**src/rtl/irq_sequencer.sv**
```systemverilog
module irq_sequencer #(
  parameter int NSRC = 4,
  parameter int SPW = 4,
  parameter int GIE_BIT = 7,
  parameter logic [15:0] VEC_BASE = 16'h0002,
  parameter int VEC_STRIDE = 2,
  parameter logic [NSRC-1:0] VEC_MASK = 4'b0111,
  parameter logic [15:0] RESET_PC = 16'h0000
) (
  input  logic            clk,
  input  logic            rst_n,
  input  logic [NSRC-1:0] irq_req,
  input  logic [NSRC-1:0] irq_en,
  input  logic            boundary,
  input  logic [15:0]     next_pc,
  input  logic            reti,
  input  logic            gie_set,
  input  logic            gie_clr,
  input  logic            sreg_we,
  input  logic [7:0]      sreg_wdata,
  output logic [7:0]      sreg,
  output logic [NSRC-1:0] pending,
  output logic            busy,
  output logic            pc_load,
  output logic [15:0]     pc_target,
  output logic [SPW-1:0]  sp
);
  localparam int IW = (NSRC > 1) ? $clog2(NSRC) : 1;
  localparam int DEPTH = 1 << SPW;

  typedef enum logic [2:0] {S_IDLE, S_PUSH_LO, S_PUSH_HI, S_JUMP, S_POP_HI, S_POP_LO, S_RJUMP} st_t;

  st_t state;
  logic [15:0] ret_pc, tgt;
  logic [7:0] stk [DEPTH];
  logic [NSRC-1:0] ready, win;
  logic [IW-1:0] win_idx;
  logic [15:0] vec;
  logic [7:0] sreg_d;
  logic idle, accept, start_ret;
  logic [SPW-1:0] sp_up;

  assign ready = pending & irq_en;
  assign idle = (state == S_IDLE);
  assign accept = idle && boundary && !reti && sreg[GIE_BIT] && (|ready);
  assign start_ret = idle && reti;
  assign sp_up = sp + 1'b1;
  assign busy = !idle;
  assign pc_load = (state == S_JUMP) || (state == S_RJUMP);
  assign pc_target = tgt;

  always_comb begin
    win = '0;
    win_idx = '0;
    for (int i = NSRC - 1; i >= 0; i--) begin
      if (ready[i]) begin
        win = '0;
        win[i] = 1'b1;
        win_idx = IW'(i);
      end
    end
    vec = VEC_MASK[win_idx] ? VEC_BASE + 16'(win_idx) * 16'(VEC_STRIDE) : RESET_PC;
  end

  always_comb begin
    sreg_d = sreg_we ? sreg_wdata : sreg;
    if (gie_set) sreg_d[GIE_BIT] = 1'b1;
    if (gie_clr) sreg_d[GIE_BIT] = 1'b0;
    if (accept) sreg_d[GIE_BIT] = 1'b0;
    if (state == S_RJUMP) sreg_d[GIE_BIT] = 1'b1;
  end

  always_ff @(posedge clk or negedge rst_n) begin
    if (!rst_n) begin
      state <= S_IDLE;
      sreg <= '0;
      pending <= '0;
      sp <= '1;
      ret_pc <= '0;
      tgt <= '0;
    end else begin
      sreg <= sreg_d;
      pending <= (pending & ~(accept ? win : '0)) | irq_req;
      case (state)
        S_IDLE: begin
          if (start_ret) state <= S_POP_HI;
          else if (accept) begin
            ret_pc <= next_pc;
            tgt <= vec;
            state <= S_PUSH_LO;
          end
        end
        S_PUSH_LO: begin sp <= sp - 1'b1; state <= S_PUSH_HI; end
        S_PUSH_HI: begin sp <= sp - 1'b1; state <= S_JUMP; end
        S_POP_HI: begin tgt[15:8] <= stk[sp_up]; sp <= sp_up; state <= S_POP_LO; end
        S_POP_LO: begin tgt[7:0] <= stk[sp_up]; sp <= sp_up; state <= S_RJUMP; end
        default: state <= S_IDLE;
      endcase
    end
  end

  always_ff @(posedge clk) begin
    if (state == S_PUSH_LO) stk[sp] <= ret_pc[7:0];
    if (state == S_PUSH_HI) stk[sp] <= ret_pc[15:8];
  end

  a_r1_no_entry_masked: assert property (@(posedge clk) disable iff (!rst_n)
    (idle && !sreg[GIE_BIT]) |=> (state != S_PUSH_LO));
  a_r3_pcload_inside_busy: assert property (@(posedge clk) disable iff (!rst_n)
    pc_load |-> busy);
  a_r4_entry_clears_gie: assert property (@(posedge clk) disable iff (!rst_n)
    (state == S_PUSH_LO) |-> !sreg[GIE_BIT]);
  a_r5_push_two_bytes: assert property (@(posedge clk) disable iff (!rst_n)
    (state == S_JUMP) |-> (sp == $past(sp, 2) - SPW'(2)));
  a_r8_winner_cleared: assert property (@(posedge clk) disable iff (!rst_n)
    accept |=> ((pending & $past(win & ~irq_req)) == '0));
  a_r9_return_sets_gie: assert property (@(posedge clk) disable iff (!rst_n)
    (state == S_RJUMP) |=> sreg[GIE_BIT]);
  a_r10_clear_wins: assert property (@(posedge clk) disable iff (!rst_n)
    (gie_set && gie_clr && state != S_RJUMP) |=> !sreg[GIE_BIT]);
endmodule

```
**config.mk**
```make
export PLATFORM = sky130hd
export DESIGN_NAME = irq_sequencer
export DESIGN_NICKNAME = d
export VERILOG_FILES = /design/src/rtl/irq_sequencer.sv
export SDC_FILE = /design/constraint.sdc
export NUM_CORES = 1
export LEC_CHECK = 0
export BUFFER_PORTS_ARGS = -buffer_cell sky130_fd_sc_hd__buf_2
export CELL_PAD_IN_SITES_DETAIL_PLACEMENT = 1
export CELL_PAD_IN_SITES_GLOBAL_PLACEMENT = 2
export CORE_MARGIN = 3
export CORE_UTILIZATION = 40
export DETAILED_ROUTE_END_ITERATION = 6
export PLACE_DENSITY_LB_ADDON = 0.1
export SYNTH_ARGS = -nofsm -noshare
export SYNTH_HDL_FRONTEND = slang
export SYNTH_SLANG_ARGS = --single-unit
```
**constraint.sdc**
```tcl
create_clock -name clk -period 3.85 [get_ports clk]
set_clock_uncertainty 0.05 [all_clocks]
set_input_delay 0.1925 -clock clk [delete_from_list [all_inputs] [get_ports clk]]
set_output_delay 0.1925 -clock clk [all_outputs]
set_load 0.005 [all_outputs]
```
==> results of run 1 <==
[logic make-up after synthesis]
kind of cell    after synthesis  share of synthesized area
mux                          77                      0.173
fa+ha+maj                     6                     0.0102
simple gates                 73                     0.0514
compound gates               44                     0.0415
buf+inv                      23                     0.0160
xor+xnor                      7                    0.00939
flops                       179                      0.699
[worst paths after layout]
check | end | depth (start not counted) | slack (ns)
min in group asynchronous | pending[1] | 3 | 0.36
max in group asynchronous | pc_target[14] | 3 | 2.92
hold reg to reg | ret_pc[2] | 1 | 0.45
hold / removal | state[2] | 3 | 0.02
setup / recovery | pc_target[2] | 6 | 0.87
setup reg to reg | pc_target[2] | 6 | 0.87
[cell usage after synthesis, types with 3 or more instances]
library cell,n
o22ai_1,12
edfxtp_1,128
inv_1,4
nor2_1,9
nor2b_1,3
buf_4,3
a21oi_1,3
nand2_1,29
o21ai_0,9
buf_2,4
clkbuf_1,10
and2_1,12
mux4_1,6
a211oi_1,3
mux2i_1,6
a21o_1,5
xnor2_1,4
ha_1,6
and3_1,5
dfrtp_1,47
mux4_2,28
nand3_1,3
dfstp_2,4
nand2b_1,3
mux2_2,37
[layer usage]
metal	GRT usage	share of wire
met1	0.232	0.44
met2	0.297	0.52
met3	0.0462	0.035
met4	0.0303	0.0060
met5	0	0
[worst max-delay path: stages (launching register included)]
cell and delay (ns):
dfstp_2 0.59, inv_1 0.11, ha_1 0.28, buf_4 0.35
mux4_1 0.65, mux4_2 0.50, a221o_1 0.31
[metrics by stage]
| step | utilization | setup slack [ns] | hold slack, ns | std cells |
|---|---|---|---|---|
| floorplan | - | 0.709 | -0.153 | 409 |
| global placement | 0.450 | 0.892 | 0.299 | 694 |
| finish | 0.502 | 0.872 | 0.0195 | 757 |
| global route | 0.502 | 0.717 | 0.00557 | 757 |
| detailed placement | 0.450 | 0.826 | 0.313 | 694 |
| CTS | 0.502 | 0.803 | 0.00169 | 757 |
[registers in the layout, summed over array words and instances (netlist names)]
register,cells
pc_target,16
pending,4
ret_pc,16
sp,4
sreg,8
state,3
stk,128
[power by group through the flow]
stage                     clock network (mW)  registers, mW  logic [mW]
after floorplan                            0           2.86        1.89
after CTS                               1.78           2.91        2.74
after global routing                    1.88           2.95        2.93
after detailed placement                   0           2.95        2.71
final                                   1.74           2.90        2.65
after global placement                     0           2.94        2.66
[placed cells by master (no fill, tap or decap), types with 3 or more instances in the layout]
| cell type | n |
|---|---|
| ha_1 | 6 |
| and2_1 | 12 |
| mux4_1 | 6 |
| dlygate4sd3_1 | 31 |
| nor2b_1 | 3 |
| a21o_1 | 5 |
| nor2_1 | 9 |
| o21ai_0 | 9 |
| o22ai_1 | 12 |
| xnor2_1 | 4 |
| and3_1 | 5 |
| buf_4 | 7 |
| buf_2 | 72 |
| mux2_2 | 37 |
| dfstp_2 | 4 |
| inv_1 | 4 |
| mux2i_1 | 6 |
| clkbuf_16 | 17 |
| a211oi_1 | 3 |
| nand2b_1 | 3 |
| nand2_1 | 29 |
| a21oi_1 | 3 |
| inv_6 | 5 |
| inv_8 | 3 |
| edfxtp_1 | 128 |
| nand3_1 | 3 |
| dfrtp_1 | 47 |
| mux4_2 | 28 |
[area by class of cell]
type	count	area share
timing repair buffer	110	0.0819
clock inverter	15	0.0190
inverter	4	0.00170
sequential	179	0.581
clock buffer	17	0.0482
multi-input combinational	207	0.237
tap	225	0.0319
==> out/qor.txt, run 1 <==
status - finished clean
sequential share of the synthesized area - 0.699
Post-DP Area - 7920 sq um
Max FO, Critical Path - 24
Leakage - 3.30 nW
PortBufs - 72
clk root buf - clkbuf_16
Clock Latency Late Sink - 0.43 ns
Period minus WS final - 2.98 ns
H-tree depth - 4
Syn Area/Cell - 17.9 sq um
Worst Tran Pin Value - 0.790 ns
NumNets Final - 564
TNS Setup - 0 ns
starting density of the core - 0.417
crit path capture type - register
Post-CTS Hold Buffers - 31
synth unique cells - 44
post-CTS setup buffer count - 0
Total Power - 7.30 mW
routability cong. - 0.784
Min-Delay Path Class - primary input to register
Final ANT Viol Nets - 0
clock buffer depth - 2
Flop pwr share - 0.398
worst vdd ir - 0.409 mV
main area contributors after synthesis - edfxtp_1 52%, dfrtp_1 16%, mux4_2 8.6%, mux2_2 5.7%, mux4_1 2.2%
Slew HR - 0.471
Critical R2R Launch - sp[1]
Top FF cell, synth - edfxtp_1
Post-synth ARST share - 0.285
drt initial violations - 235
Reg area - 5120 sq um
P&R area growth vs syn - 20.4%
DIE AREA - 20000 sq um
max-cap violations - 0
cell taking the most area after synthesis - edfxtp_1
min-delay src - reti
CTS tree - yes
sw frac - 0.339
critical path class - register to register
total wire length - 16400 microns
initial antenna violation count - 0
Post-synth EDFFs - 128
gr usage total - 0.175
routed len/inst - 21.7 microns
DRC errors left - 0
Net Switching - 2.47 mW
Worst setup SP type - register
yosys warns - 0
FMAX - 0.336 GHz
Die Height - 141 microns
first-pass GRT wire length - 26000 microns
internal power - 4.83 mW
final worst-path cycle share - 0.773
syn_nets - 454
# IOs - 73
Comb pwr share - 0.364
DR pass1 iterations - 4
RSZ-0062 raised after global routing - false
share of layout cells above drive strength 1 - 0.346
Worst Path Arrival - 3.23 ns
number of global-route vias before repair - 4349
largest net degree at the start of global routing - 52
Fin. Hold Viols - 0
core area - 17600 sq um
top-area cell type share of the netlist area - 0.524
CTS clock-pin slew for the worst setup and hold paths - 0.07 ns
Slew Limit Fails - 0
Yosys reg bits - 179
total clock buffers created by CTS - 17
worst path required time - 4.10 ns
CTS resizes - 0
GRT overflow - 0
CTS Sinks - 179
Syn Inst Count - 409
power per standard cell area - 827 nW/um^2
Design Area, Final - 8830 sq um
# setup viols final - 0
die width - 141 microns
drt via density - 5.27
num rows - 48
detailed placement HPWL - 11000 microns
Worst Setup SP - sp[1]
clock power share - 0.239
Post-Syn Area - 7330 sq um
Inserted Diodes - 0
filler cell count in the final layout - 1707
via count of the routed design - 3993
area of the multi-input gates - 2090 sq um
Note: power is estimated with default switching activity, not from simulation.
==> inputs of run 2 (changes only) <==
==> constraint.sdc (replaced) <==
create_clock -name clk -period 2.5 [get_ports clk]
set_clock_uncertainty 0.05 [all_clocks]
set_input_delay 0.125 -clock clk [delete_from_list [all_inputs] [get_ports clk]]
set_output_delay 0.125 -clock clk [all_outputs]
set_load 0.005 [all_outputs]
==> out/qor.txt, run 2 (same netlist as run 1, synthesis figures left out) <==
critical path class - register to register
DIE AREA - 20000 sq um (unchanged)
Critical R2R Launch - sp[0]
core area - 17600 sq um (unchanged)
hold path depth - 3 (unchanged)
Inserted Diodes - 0 (unchanged)
Design Area, Final - 9390 sq um (+6.4%)
Clock Latency Late Sink - 0.43 ns (about the same)
clk root buf - clkbuf_16
failing checks - negative setup slack
DR pass1 iterations - 4 (unchanged)
share of layout cells above drive strength 1 - 0.403 (+0.0576)
Total Power - 12.4 mW (+70%)
most frequent cells in the layout - 128 x edfxtp_1, 72 x buf_2, 47 x dfrtp_1, 36 x mux2_2, 34 x dlygate4sd3_1
starting density of the core - 0.417 (unchanged)
final worst-path cycle share - 1.01 (+0.237)
status - complete, but fails checks
Leakage - 3.56 nW (+8.1%)
Max FO, Critical Path - 5 (-79%)
CTS Sinks - 179 (unchanged)
total clock buffers created by CTS - 17 (unchanged)
Slew Limit Fails - 0 (unchanged)
Min-Delay Path Class - primary input to register
via count of the routed design - 4191 (+5.0%)
Die Height - 141 microns (unchanged)
CTS clock-pin slew for the worst setup and hold paths - 0.07 ns (about the same)
gr usage total - 0.184 (+0.00926)
# IOs - 73 (unchanged)
routability cong. - 0.807 (+2.9%)
Slew HR - 0.545 (+0.0740)
Fin. Hold Viols - 0 (unchanged)
RR Endpoint - pc_target[1]
detailed placement HPWL - 12000 microns (+8.8%)
routed len/inst - 21.7 microns (about the same)
crit path capture type - register
NumNets Final - 607 (+7.6%)
RSZ-0062 raised after global routing - true
Reg2Reg Depth - 6 (unchanged)
first-pass GRT wire length - 27300 microns (+5.1%)
GRT overflow - 0 (unchanged)
hold path endpoint - sreg[7]
P&R area growth vs syn - 28.1%
num rows - 48 (unchanged)
worst vdd ir - 0.609 mV (+49%)
most common cell after layout, fill and taps aside - edfxtp_1
CTS tree - yes
Post-DP Area - 8320 sq um (+5.0%)
H-tree depth - 4 (unchanged)
die width - 141 microns (unchanged)
drt initial violations - 232 (-1.3%)
drt via density - 5.24 (-0.68%)
FMAX - 0.396 GHz (+18%)
final worst slack - -0.0260 ns (-0.898 ns)
filler cell count in the final layout - 1660 (-2.8%)
max-cap violations - 0 (unchanged)
worst reg-to-reg setup slack - -0.03 ns (-0.90 ns)
initial antenna violation count - 0 (unchanged)
PortBufs - 72 (unchanged)
Worst setup SP type - register
DRC errors left - 0 (unchanged)
WHS - 0.0115 ns (-0.00801 ns)
# setup viols final - 2 (+2)
dpl ws - -0.0395 ns (-0.865 ns)
Top reg by flops - stk
power per standard cell area - 1320 nW/um^2 (+60%)
Worst Tran Pin Value - 0.682 ns (-0.108 ns)
worst path required time - 2.76 ns (-1.34 ns)
Worst Path Arrival - 2.79 ns (-0.44 ns)
Final ANT Viol Nets - 0 (unchanged)
number of global-route vias before repair - 4632 (+6.5%)
min-delay src - gie_set
Largest register FFs - 128 (unchanged)
Period minus WS final - 2.53 ns (-0.452 ns)
total wire length - 17400 microns (+5.7%)
clock buffer depth - 2 (unchanged)
largest net degree at the start of global routing - 52 (unchanged)
[run 2: timing repair]
item / in CTS / in global routing
gates cloned: 0 / 0
hold endpoints to repair: 76 / 0
pin swaps: 1 / 1
gates resized for setup: 7 / 8
setup endpoints to repair: 5 / 13
hold buffers: 34 / 0
buffers inserted: 4 / 0
[run 2: power by group]
part / switching, mW / internal, mW
sequential: 0.256 / 4.14
combinational: 2.67 / 2.49
clock: 1.16 / 1.69
total: 4.08 / 8.32
[run 2: worst max path at each step]
stage          slack, ns  startpoint  cells past startpoint            to
3_5_place_dp       -0.04       sp[0]                      5  pc_target[2]
5_1_grt             -0.1       sp[0]                      6  pc_target[2]
6_report           -0.03       sp[0]                      6  pc_target[1]
3_3_place_gp       0.004       sp[0]                      5  pc_target[2]
4_1_cts            -0.03       sp[0]                      6  pc_target[2]
2_1_floorplan      -0.30       sp[0]                      9  pc_target[1]
[run 2: through the flow]
step                setup TNS (ns)   util  std cells
floorplan                   -0.837      -        409
global placement                 0  0.473        730
detailed placement         -0.0681  0.473        730
CTS                        -0.0552  0.532        800
global route                -0.244  0.534        800
finish                     -0.0484  0.534        800
[run 2: layout make-up]
type | count | area (sq um) | area share
multi-input combinational | 207 | 2140 | 0.228
clock buffer | 18 | 429 | 0.0457
timing repair buffer | 153 | 1190 | 0.127
inverter | 4 | 22.5 | 0.00240
clock inverter | 14 | 200 | 0.0213
tap | 225 | 282 | 0.0300
sequential | 179 | 5120 | 0.546
[run 2: layer usage]
| layer | track usage | routed length, microns | up-vias |
|---|---|---|---|
| met5 | 0 | 0 | - |
| met4 | 0.0394 | 140 | 0 |
| met3 | 0.0404 | 543 | 12 |
| met2 | 0.322 | 9230 | 65 |
| met1 | 0.239 | 7460 | 2203 |
| li1 | - | - | 1911 |
[run 2: worst max-delay path, stage by stage, from the launching register on]
cell and delay, ns:
dfstp_2 0.58, inv_8 0.04, ha_4 0.32, buf_6 0.15
mux4_2 0.49, mux4_2 0.51, a211o_1 0.27
